`src/rtl/vt_pkg.sv`:
```
package vt_pkg;
  localparam int REG_W     = 32;
  localparam int FLD_W     = 11;
  localparam int HI_LSB    = 16;
  localparam int N_WIN     = 2;
  localparam int ADDR_W    = 1;
  localparam int BLANK_IDX = 0;
  localparam int SYNC_IDX  = 1;

  typedef logic [FLD_W-1:0] line_t;

  typedef struct packed {
    line_t off_at;
    line_t on_at;
  } win_t;

  function automatic win_t win_unpack(input logic [REG_W-1:0] d);
    win_t w;
    w.on_at  = d[FLD_W-1:0];
    w.off_at = d[HI_LSB +: FLD_W];
    return w;
  endfunction

  function automatic logic [REG_W-1:0] win_pack(input win_t w);
    logic [REG_W-1:0] d;
    d = '0;
    d[FLD_W-1:0]       = w.on_at;
    d[HI_LSB +: FLD_W] = w.off_at;
    return d;
  endfunction

  function automatic logic [REG_W-1:0] live_mask();
    win_t w;
    w.on_at  = '1;
    w.off_at = '1;
    return win_pack(w);
  endfunction
endpackage

```
`src/rtl/vt_regs.sv`:
```
module vt_regs
  import vt_pkg::*;
(
  input  logic                       clk,
  input  logic                       rst,
  input  logic                       cfg_we,
  input  logic [ADDR_W-1:0]          cfg_addr,
  input  logic [REG_W-1:0]           cfg_wdata,
  output logic [REG_W-1:0]           cfg_rdata,
  input  logic                       load,
  input  line_t                      tot_in,
  input  logic                       il_in,
  input  logic                       inv_in,
  output win_t [N_WIN-1:0]           act_win,
  output line_t                      act_tot,
  output logic                       act_il,
  output logic                       act_inv
);
  localparam logic [REG_W-1:0] RSVD = ~live_mask();

  win_t [N_WIN-1:0] pend_q;
  logic [REG_W-1:0] rdata_q;

  always_ff @(posedge clk) begin
    if (rst) begin
      pend_q <= '0;
    end else if (cfg_we) begin
      pend_q[cfg_addr] <= win_unpack(cfg_wdata);
    end
  end

  always_ff @(posedge clk) begin
    if (rst) rdata_q <= '0;
    else     rdata_q <= win_pack(pend_q[cfg_addr]);
  end

  always_ff @(posedge clk) begin
    if (rst) begin
      act_win <= '0;
      act_tot <= '0;
      act_il  <= 1'b0;
      act_inv <= 1'b0;
    end else if (load) begin
      act_win <= pend_q;
      act_tot <= tot_in;
      act_il  <= il_in;
      act_inv <= inv_in;
    end
  end

  assign cfg_rdata = rdata_q;


  rsvd_zero_chk: assert property (@(posedge clk) disable iff (rst)
    (cfg_rdata & RSVD) == '0);


  stage_hold_chk: assert property (@(posedge clk) disable iff (rst)
    !load |=> $stable(act_tot) && $stable(act_il) && $stable(act_inv));
endmodule

```
`src/rtl/vt_counter.sv`:
```
module vt_counter
  import vt_pkg::*;
(
  input  logic  clk,
  input  logic  rst,
  input  logic  adv,
  input  line_t tot,
  input  logic  il,
  output line_t cnt,
  output logic  wrap,
  output logic  field
);
  line_t cnt_q;
  logic  field_q;

  assign wrap = adv && (cnt_q == tot);

  always_ff @(posedge clk) begin
    if (rst)      cnt_q <= '0;
    else if (adv) cnt_q <= (cnt_q == tot) ? '0 : cnt_q + 1'b1;
  end

  always_ff @(posedge clk) begin
    if (rst)       field_q <= 1'b0;
    else if (wrap) field_q <= il ? ~field_q : 1'b0;
  end

  assign cnt   = cnt_q;
  assign field = field_q;


  cnt_hold_chk: assert property (@(posedge clk) disable iff (rst)
    !adv |=> $stable(cnt_q));


  cnt_step_chk: assert property (@(posedge clk) disable iff (rst)
    (adv && !wrap) |=> cnt_q == $past(cnt_q) + 1'b1);


  field_hold_chk: assert property (@(posedge clk) disable iff (rst)
    !wrap |=> $stable(field_q));
endmodule

```
`src/rtl/vt_window.sv`:
```
module vt_window
  import vt_pkg::*;
(
  input  logic  clk,
  input  logic  rst,
  input  logic  adv,
  input  line_t cur,
  input  win_t  win,
  input  logic  inv,
  output logic  level
);
  logic raw_q, raw_nx, out_q;

  always_comb begin
    raw_nx = raw_q;
    if (cur == win.off_at)     raw_nx = 1'b0;
    else if (cur == win.on_at) raw_nx = 1'b1;
  end

  always_ff @(posedge clk) begin
    if (rst) begin
      raw_q <= 1'b0;
      out_q <= 1'b0;
    end else if (adv) begin
      raw_q <= raw_nx;
      out_q <= raw_nx ^ inv;
    end
  end

  assign level = out_q;


  lvl_hold_chk: assert property (@(posedge clk) disable iff (rst)
    !adv |=> $stable(out_q));


  off_wins_chk: assert property (@(posedge clk) disable iff (rst)
    (adv && cur == win.off_at) |=> out_q == $past(inv));
endmodule

```
`src/rtl/vtiming_gen.sv`:
```
module vtiming_gen
  import vt_pkg::*;
(
  input  logic              clk,
  input  logic              rst,
  input  logic              line_stb,
  input  logic              half_stb,
  input  logic              cfg_we,
  input  logic [ADDR_W-1:0] cfg_addr,
  input  logic [REG_W-1:0]  cfg_wdata,
  output logic [REG_W-1:0]  cfg_rdata,
  input  logic [FLD_W-1:0]  total_lines,
  input  logic              interlace_en,
  input  logic              sync_invert,
  output logic [FLD_W-1:0]  vcount,
  output logic              vblank,
  output logic              vsync,
  output logic              field
);
  win_t [N_WIN-1:0] act_win;
  line_t            act_tot;
  logic             act_il, act_inv;
  logic             adv, wrap;
  line_t            cnt;
  logic [N_WIN-1:0] lvl;

  assign adv = line_stb | (act_il & half_stb);

  vt_regs u_regs (
    .clk(clk), .rst(rst),
    .cfg_we(cfg_we), .cfg_addr(cfg_addr),
    .cfg_wdata(cfg_wdata), .cfg_rdata(cfg_rdata),
    .load(wrap),
    .tot_in(total_lines), .il_in(interlace_en), .inv_in(sync_invert),
    .act_win(act_win), .act_tot(act_tot),
    .act_il(act_il), .act_inv(act_inv)
  );

  vt_counter u_cnt (
    .clk(clk), .rst(rst), .adv(adv),
    .tot(act_tot), .il(act_il),
    .cnt(cnt), .wrap(wrap), .field(field)
  );

  for (genvar g = 0; g < N_WIN; g++) begin : g_win
    vt_window u_win (
      .clk(clk), .rst(rst), .adv(adv), .cur(cnt),
      .win(act_win[g]),
      .inv((g == SYNC_IDX) ? act_inv : 1'b0),
      .level(lvl[g])
    );
  end

  assign vcount = cnt;
  assign vblank = lvl[BLANK_IDX];
  assign vsync  = lvl[SYNC_IDX];


  half_ignored_chk: assert property (@(posedge clk) disable iff (rst)
    (!act_il && !line_stb) |=> $stable(vcount));


  blank_off_chk: assert property (@(posedge clk) disable iff (rst)
    (adv && cnt == act_win[BLANK_IDX].off_at) |=> !vblank);


  sync_on_chk: assert property (@(posedge clk) disable iff (rst)
    (adv && cnt == act_win[SYNC_IDX].on_at && cnt != act_win[SYNC_IDX].off_at)
      |=> vsync == !$past(act_inv));


  wrap_zero_chk: assert property (@(posedge clk) disable iff (rst)
    wrap |=> vcount == '0);
endmodule

```
`config.mk`:
```
export PLATFORM = sky130hd
export DESIGN_NAME = vtiming_gen
export DESIGN_NICKNAME = d
export VERILOG_FILES = /design/src/rtl/vt_pkg.sv /design/src/rtl/vt_regs.sv /design/src/rtl/vt_counter.sv /design/src/rtl/vt_window.sv /design/src/rtl/vtiming_gen.sv
export SDC_FILE = /design/constraint.sdc
export NUM_CORES = 1
export LEC_CHECK = 0
export BUFFER_PORTS_ARGS = -buffer_cell sky130_fd_sc_hd__buf_2
export CELL_PAD_IN_SITES_DETAIL_PLACEMENT = 1
export CELL_PAD_IN_SITES_GLOBAL_PLACEMENT = 2
export CORE_MARGIN = 2
export CORE_UTILIZATION = 34
export CTS_CLUSTER_SIZE = 30
export DETAILED_ROUTE_END_ITERATION = 8
export PLACE_DENSITY = 0.91
export REMOVE_ABC_BUFFERS = 1
export SETUP_SLACK_MARGIN = 0.15
export SYNTH_ARGS = -nofsm -noshare
export SYNTH_HDL_FRONTEND = slang
export SYNTH_SLANG_ARGS = --single-unit
```
`constraint.sdc`:
```
create_clock -name clk -period 2.35 [get_ports clk]
set_input_delay 0 -clock clk [delete_from_list [all_inputs] [get_ports clk]]
set_output_delay 0 -clock clk [all_outputs]
set_load 0.01 [all_outputs]
```
Word-level counts from Yosys, hierarchy flattened. Index checks and enable logic that the tools add are counted.

Flip-flop bits (word level): 148. Bits of input ports: 51. Output and inout bits: 46. Logic and storage cells: 45.

$add $sub $neg: 1. $lt $le $gt $ge: 2. Equal/unequal tests: 5. Muxes and demuxes: 11. Bitwise logic cells: 4. Reductions and logical operators: 4.

Operators by type and width (count): 22-bit two-way mux (3); 11-bit == test (5); 44-bit bitwise mux (1); 22-bit demux with 1-bit select (1); 11-bit by 1-bit adder with 11-bit output, second input constant (1); 11-bit two-way mux (1); 1-bit two-way mux (5); 1-bit logical AND (2); 1-bit by 2-bit < comparator with 1-bit output, second input constant (1); 2-bit AND reduction (1); 2-bit nonzero test (1); 1-bit AND (1); 1-bit greater-or-equal comparator, second input constant (1); 1-bit NOT (1); 1-bit bitwise OR (1); 1-bit XOR (1).

Depth between registers and ports, before layout.
Depth after elaboration: 5. Mapped depth: 8. Depth with buffers taken out: 5.

Cells and area by module. Synthesis repeated with hierarchy kept, for this count alone.

Cell total of the unflattened synthesis: 593. Area, all modules: 6135.9 sq um.

Modules (own cells, without submodules): vt_regs (times used 1, cells each 436, area an instance 4772.1 sq um, seq. area each 2462.4 sq um); vt_counter (times used 1, cells each 75, area an instance 679.4 sq um, seq. area each 240.2 sq um); vt_window (times used 2, cells each 40, area an instance 336.6 sq um, seq. area each 40.0 sq um); vtiming_gen (times used 1, cells each 2, area an instance 11.3 sq um, seq. area each 0.0 sq um).

Least setup slack after synthesis. Ideal clock, no wire load.

Kind: flip-flop to flip-flop. Start: register u_cnt.cnt_q[0] (netlist: u_cnt.cnt[0]). End: register u_regs.act_tot[6]. Setup time: 0.128 ns. Data arrival time: 1.645 ns. Required time: 2.222 ns. Setup slack: 0.578 ns. Stages on the path, launching flop included: 9. Buffers on the path: 3. Period minus slack after synthesis: 1.772 ns. Cells stage by stage: dfxtp_1 -> buf_2 -> xor2_1 -> nor4_1 -> nand3_1 -> buf_4 -> buf_6 -> mux2i_1 -> nor2_1.

Longest elaborated chain between the ends: 2.

Ends and longest elaborated chain: from (decl) (RTL line vt_counter.sv:13) `line_t cnt_q;`; from (signal assigned) (RTL line vt_counter.sv:20) `else if (adv) cnt_q <= (cnt_q == tot) ? '0 : cnt_q + 1'b1;`; 11-bit == test (RTL line vt_counter.sv:16) `assign wrap = adv && (cnt_q == tot);`; 1-bit logical AND (RTL line vt_counter.sv:16); to (signal assigned) (RTL line vt_regs.sv:45) `act_tot <= tot_in;`; to (decl) (RTL line vt_regs.sv:15) `output line_t act_tot,`.

Every way passes these cells. A chain may end at the register's enable or synchronous reset.

Worst setup path in the final report.
Start: register u_regs.act_tot[0]. End: register u_regs.act_win[10] (netlist name).

Longest elaborated chain between the ends: 2.

Ends and longest elaborated chain (RTL line): 11-bit == test (vt_counter.sv:16); 1-bit logical AND (vt_counter.sv:16).

Every way passes these cells.

==> flow_metrics.py <==
metrics = {
    "status": {
        "outcome": "finished clean",
    },
    "cts": {
        "clk-insertion-delay-late_ns": 0.43,
        "number_of_buffers_created_by_cts": 17,
        "postCtsResizedCells": 0,
        "clock_sink_count": 138,
        "htree_num_levels": 4,
        "cts_root_buffer": "clkbuf_16",
        "clk_path_buf_depth": 2,
        "tritoncts": "done",
        "worst_setup_hold_path_clk_slew_ns": 0.05,
    },
    "setup_path": {
        "critical_path_arrival_ns": 2.29,
        "worst_endpoint_required_time_ns": 2.64,
        "cp_max_fo": 26,
        "timing.critical_path.from_type": "register",
        "worstSetupEndpointType": "register",
        "criticalPathCategory": "register to register",
    },
    "sta": {
        "setup_slack_ns": 0.358,
        "report.final.setup_viol": 0,
        "drv_slew": 0,
        "timing_hold_violations_final": 0,
        "clock.fmax_mhz": 502,
        "worst_slew_pin_slew_ns": 0.994,
        "worst_clock_skew_ns": 0.0121,
        "min_period_over_period_pct": 84.8,
        "setup-tns-final_ns": 0,
        "slew_headroom_pct": 33.6,
        "finalWorstPathRequiredPeriod_ns": 1.99,
        "rsz0062_at_grt": "false",
    },
    "layout": {
        "final_antenna_diode_count": 0,
        "final_common_cell": "dfxtp_1",
        "drive_gt1_share_pct": 17.3,
        "final_design_area_no_fill_um2": 7170,
        "final_core_utilization_pct": 43.7,
        "fillers": 1903,
        "final_net_count": 781,
        "area_growth_pct": 27.2,
        "final_cell_mix": "dfxtp_1 (138), nor2_1 (95), nand2_1 (95)",
    },
    "yosys": {
        "postSynthCellCount": 620,
        "synth-seq-cells": 138,
        "synth_top_family_by_area": "simple AND/OR/NAND/NOR gates",
        "synth_area_um2": 5640,
        "post_synth_and_or_nand_nor_area_fraction_pct": 16.3,
        "synth_mux_area_share_pct": 14.0,
        "yosysWarningCount": 0,
        "yosys.area_share.xor_xnor_pct": 10.1,
        "ys.flop_type": "dfxtp_1",
        "asyncSetResetFlopFracSynth_pct": 0,
        "synth_sequential_area_ratio_pct": 49.0,
        "post_synth.cell_area_avg_um2": 9.09,
        "synth_adder_area_share_pct": 0.222,
        "edff_count_synth": 0,
        "synth_cell_type_count": 33,
        "synth_area_in_compound_gates_pct": 5.02,
    },
    "global_routing": {
        "grt_max_degree": 49,
        "antenna_violations_before_repair": 0,
        "gr-usage-all-layers_pct": 18.4,
        "residual_overflow_from_global_routing": 0,
        "grt_pass1_wl_um": 25200,
        "first_global_vias": 4876,
    },
    "place": {
        "gpl.final_weighted_congestion": 0.750,
        "place_area_um2": 6240,
        "dpl.hpwl_um": 10400,
        "portBuffers": 76,
        "preCtsSetupSlack_ns": 0.400,
    },
    "floorplanning": {
        "area_of_the_core_region_um2": 16400,
        "die-height_um": 133,
        "floorplan.io_pins": 97,
        "floorplan.initialDensity_pct": 34.3,
        "die-area_um2": 17600,
        "rows": 47,
        "die_width_um": 133,
    },
    "hold_path": {
        "holdCritPathClass": "primary input to register",
    },
    "power_and_ir_drop": {
        "pwr_density_cell_nw_per_um2": 953,
        "total_power_w": 0.00684,
        "vdd.ir_drop.worst_mv": 0.548,
        "leakage_nw": 3.38,
    },
    "routing": {
        "first_iter_violations": 148,
        "antenna_violating_nets_post_route": 0,
        "totalWireLength_um": 15500,
        "detailed_route_drc_error_count": 0,
        "vias_post_dr": 4540,
        "route.detailed.vias_per_inst": 4.72,
        "drtPass1Iterations": 4,
        "average_detailed_routed_wire_length_per_instance_um": 16.1,
    },
    "flow_run": {
        "max_cap_viol_count": 0,
    },
}
state kept, by name, summed over array words and instances (netlist names):
signal,flops
u_regs.act_win,44
u_regs.pend_q,44
u_regs.cfg_rdata,22
u_cnt.cnt,11
u_regs.act_tot,11
g_win.u_win.level,2
g_win.u_win.raw_q,1
u_cnt.field,1
u_regs.act_il,1
u_regs.act_inv,1
power breakdown:
group | switching [W] | internal (W) | total (W)
logic | 0.000859 | 0.000704 | 0.00156
registers | 0.000132 | 0.00253 | 0.00266
clock network | 0.000976 | 0.00164 | 0.00261
total | 0.00197 | 0.00487 | 0.00684
repair_timing:
item,CTS,global route
hold buffers,36,0
setup buffers,0,0
hold endpoints to repair,58,0
cells in the mapped netlist (all sizes together) (7+ instances only):
master  instances  area [um^2]
xnor2          35          307
xor2           30          263
dfxtp         138         2760
buf            30          186
a21oi          47          235
clkbuf         24         90.1
nor2           95          357
nand2          95          357
nor4            8         50.1
nand4           7         43.8
mux2i          79          791
per-layer routing:
layer  GRT usage (%)  routed length [um]  up-vias  part of all wire (%)
met4            7.35                 321        0                   2.1
li1                -                   -     2224                     -
met2            31.9                7670       89                    50
met3            4.29                 588       28                   3.8
met5               0                   0        -                     0
met1            22.0                6910     2199                    45
final timing paths:
check	start	endpoint	slack, ns	cells past startpoint
setup / recovery	u_regs.act_tot[0]	u_regs.act_win[10]	0.36	6
hold / removal	rst	u_regs.act_tot[0]	0.02	2
setup reg to reg	u_regs.act_tot[0]	u_regs.act_win[10]	0.36	6
hold reg to reg	u_regs.pend_q[22]	u_regs.pend_q[22]	0.47	2
critical path: stages, from the launching register on:
cell     delay, ns
dfxtp_1       0.33
xor2_1        0.17
nor4_1        0.52
nand3_4       0.17
buf_4         0.32
mux2i_1       0.28
nor2_1        0.07
stage by stage:
step	hold WS, ns	std cells
after detailed placement	0.240	894
final	0.0203	962
after floorplan	0.0691	575
after global placement	0.239	894
after global routing	0.0414	962
after CTS	0.00830	962
logic make-up (layout without fill, tap and decap cells):
| kind of cell | after synthesis | count (layout) |
|---|---|---|
| AOI/OAI and AO/OA | 53 | 53 |
| xor gates and xnor gates | 65 | 65 |
| adders and majority gates | 1 | 1 |
| buffers and inverters | 59 | 172 |
| DFF | 138 | 138 |
| muxes | 79 | 79 |
| other | 1 | 10 |
| and+or+nand+nor | 224 | 224 |
final cells by class:
cell class	count	area [um^2]	share of cell area, %
tap	220	275	3.84
clock buffer	24	482	6.72
clock inverter	8	92.6	1.29
timing repair buffer	135	916	12.8
inverter	5	18.8	0.262
multi-input combinational	432	2620	36.6
sequential	138	2760	38.5
(Power assumes the default switching activity.)
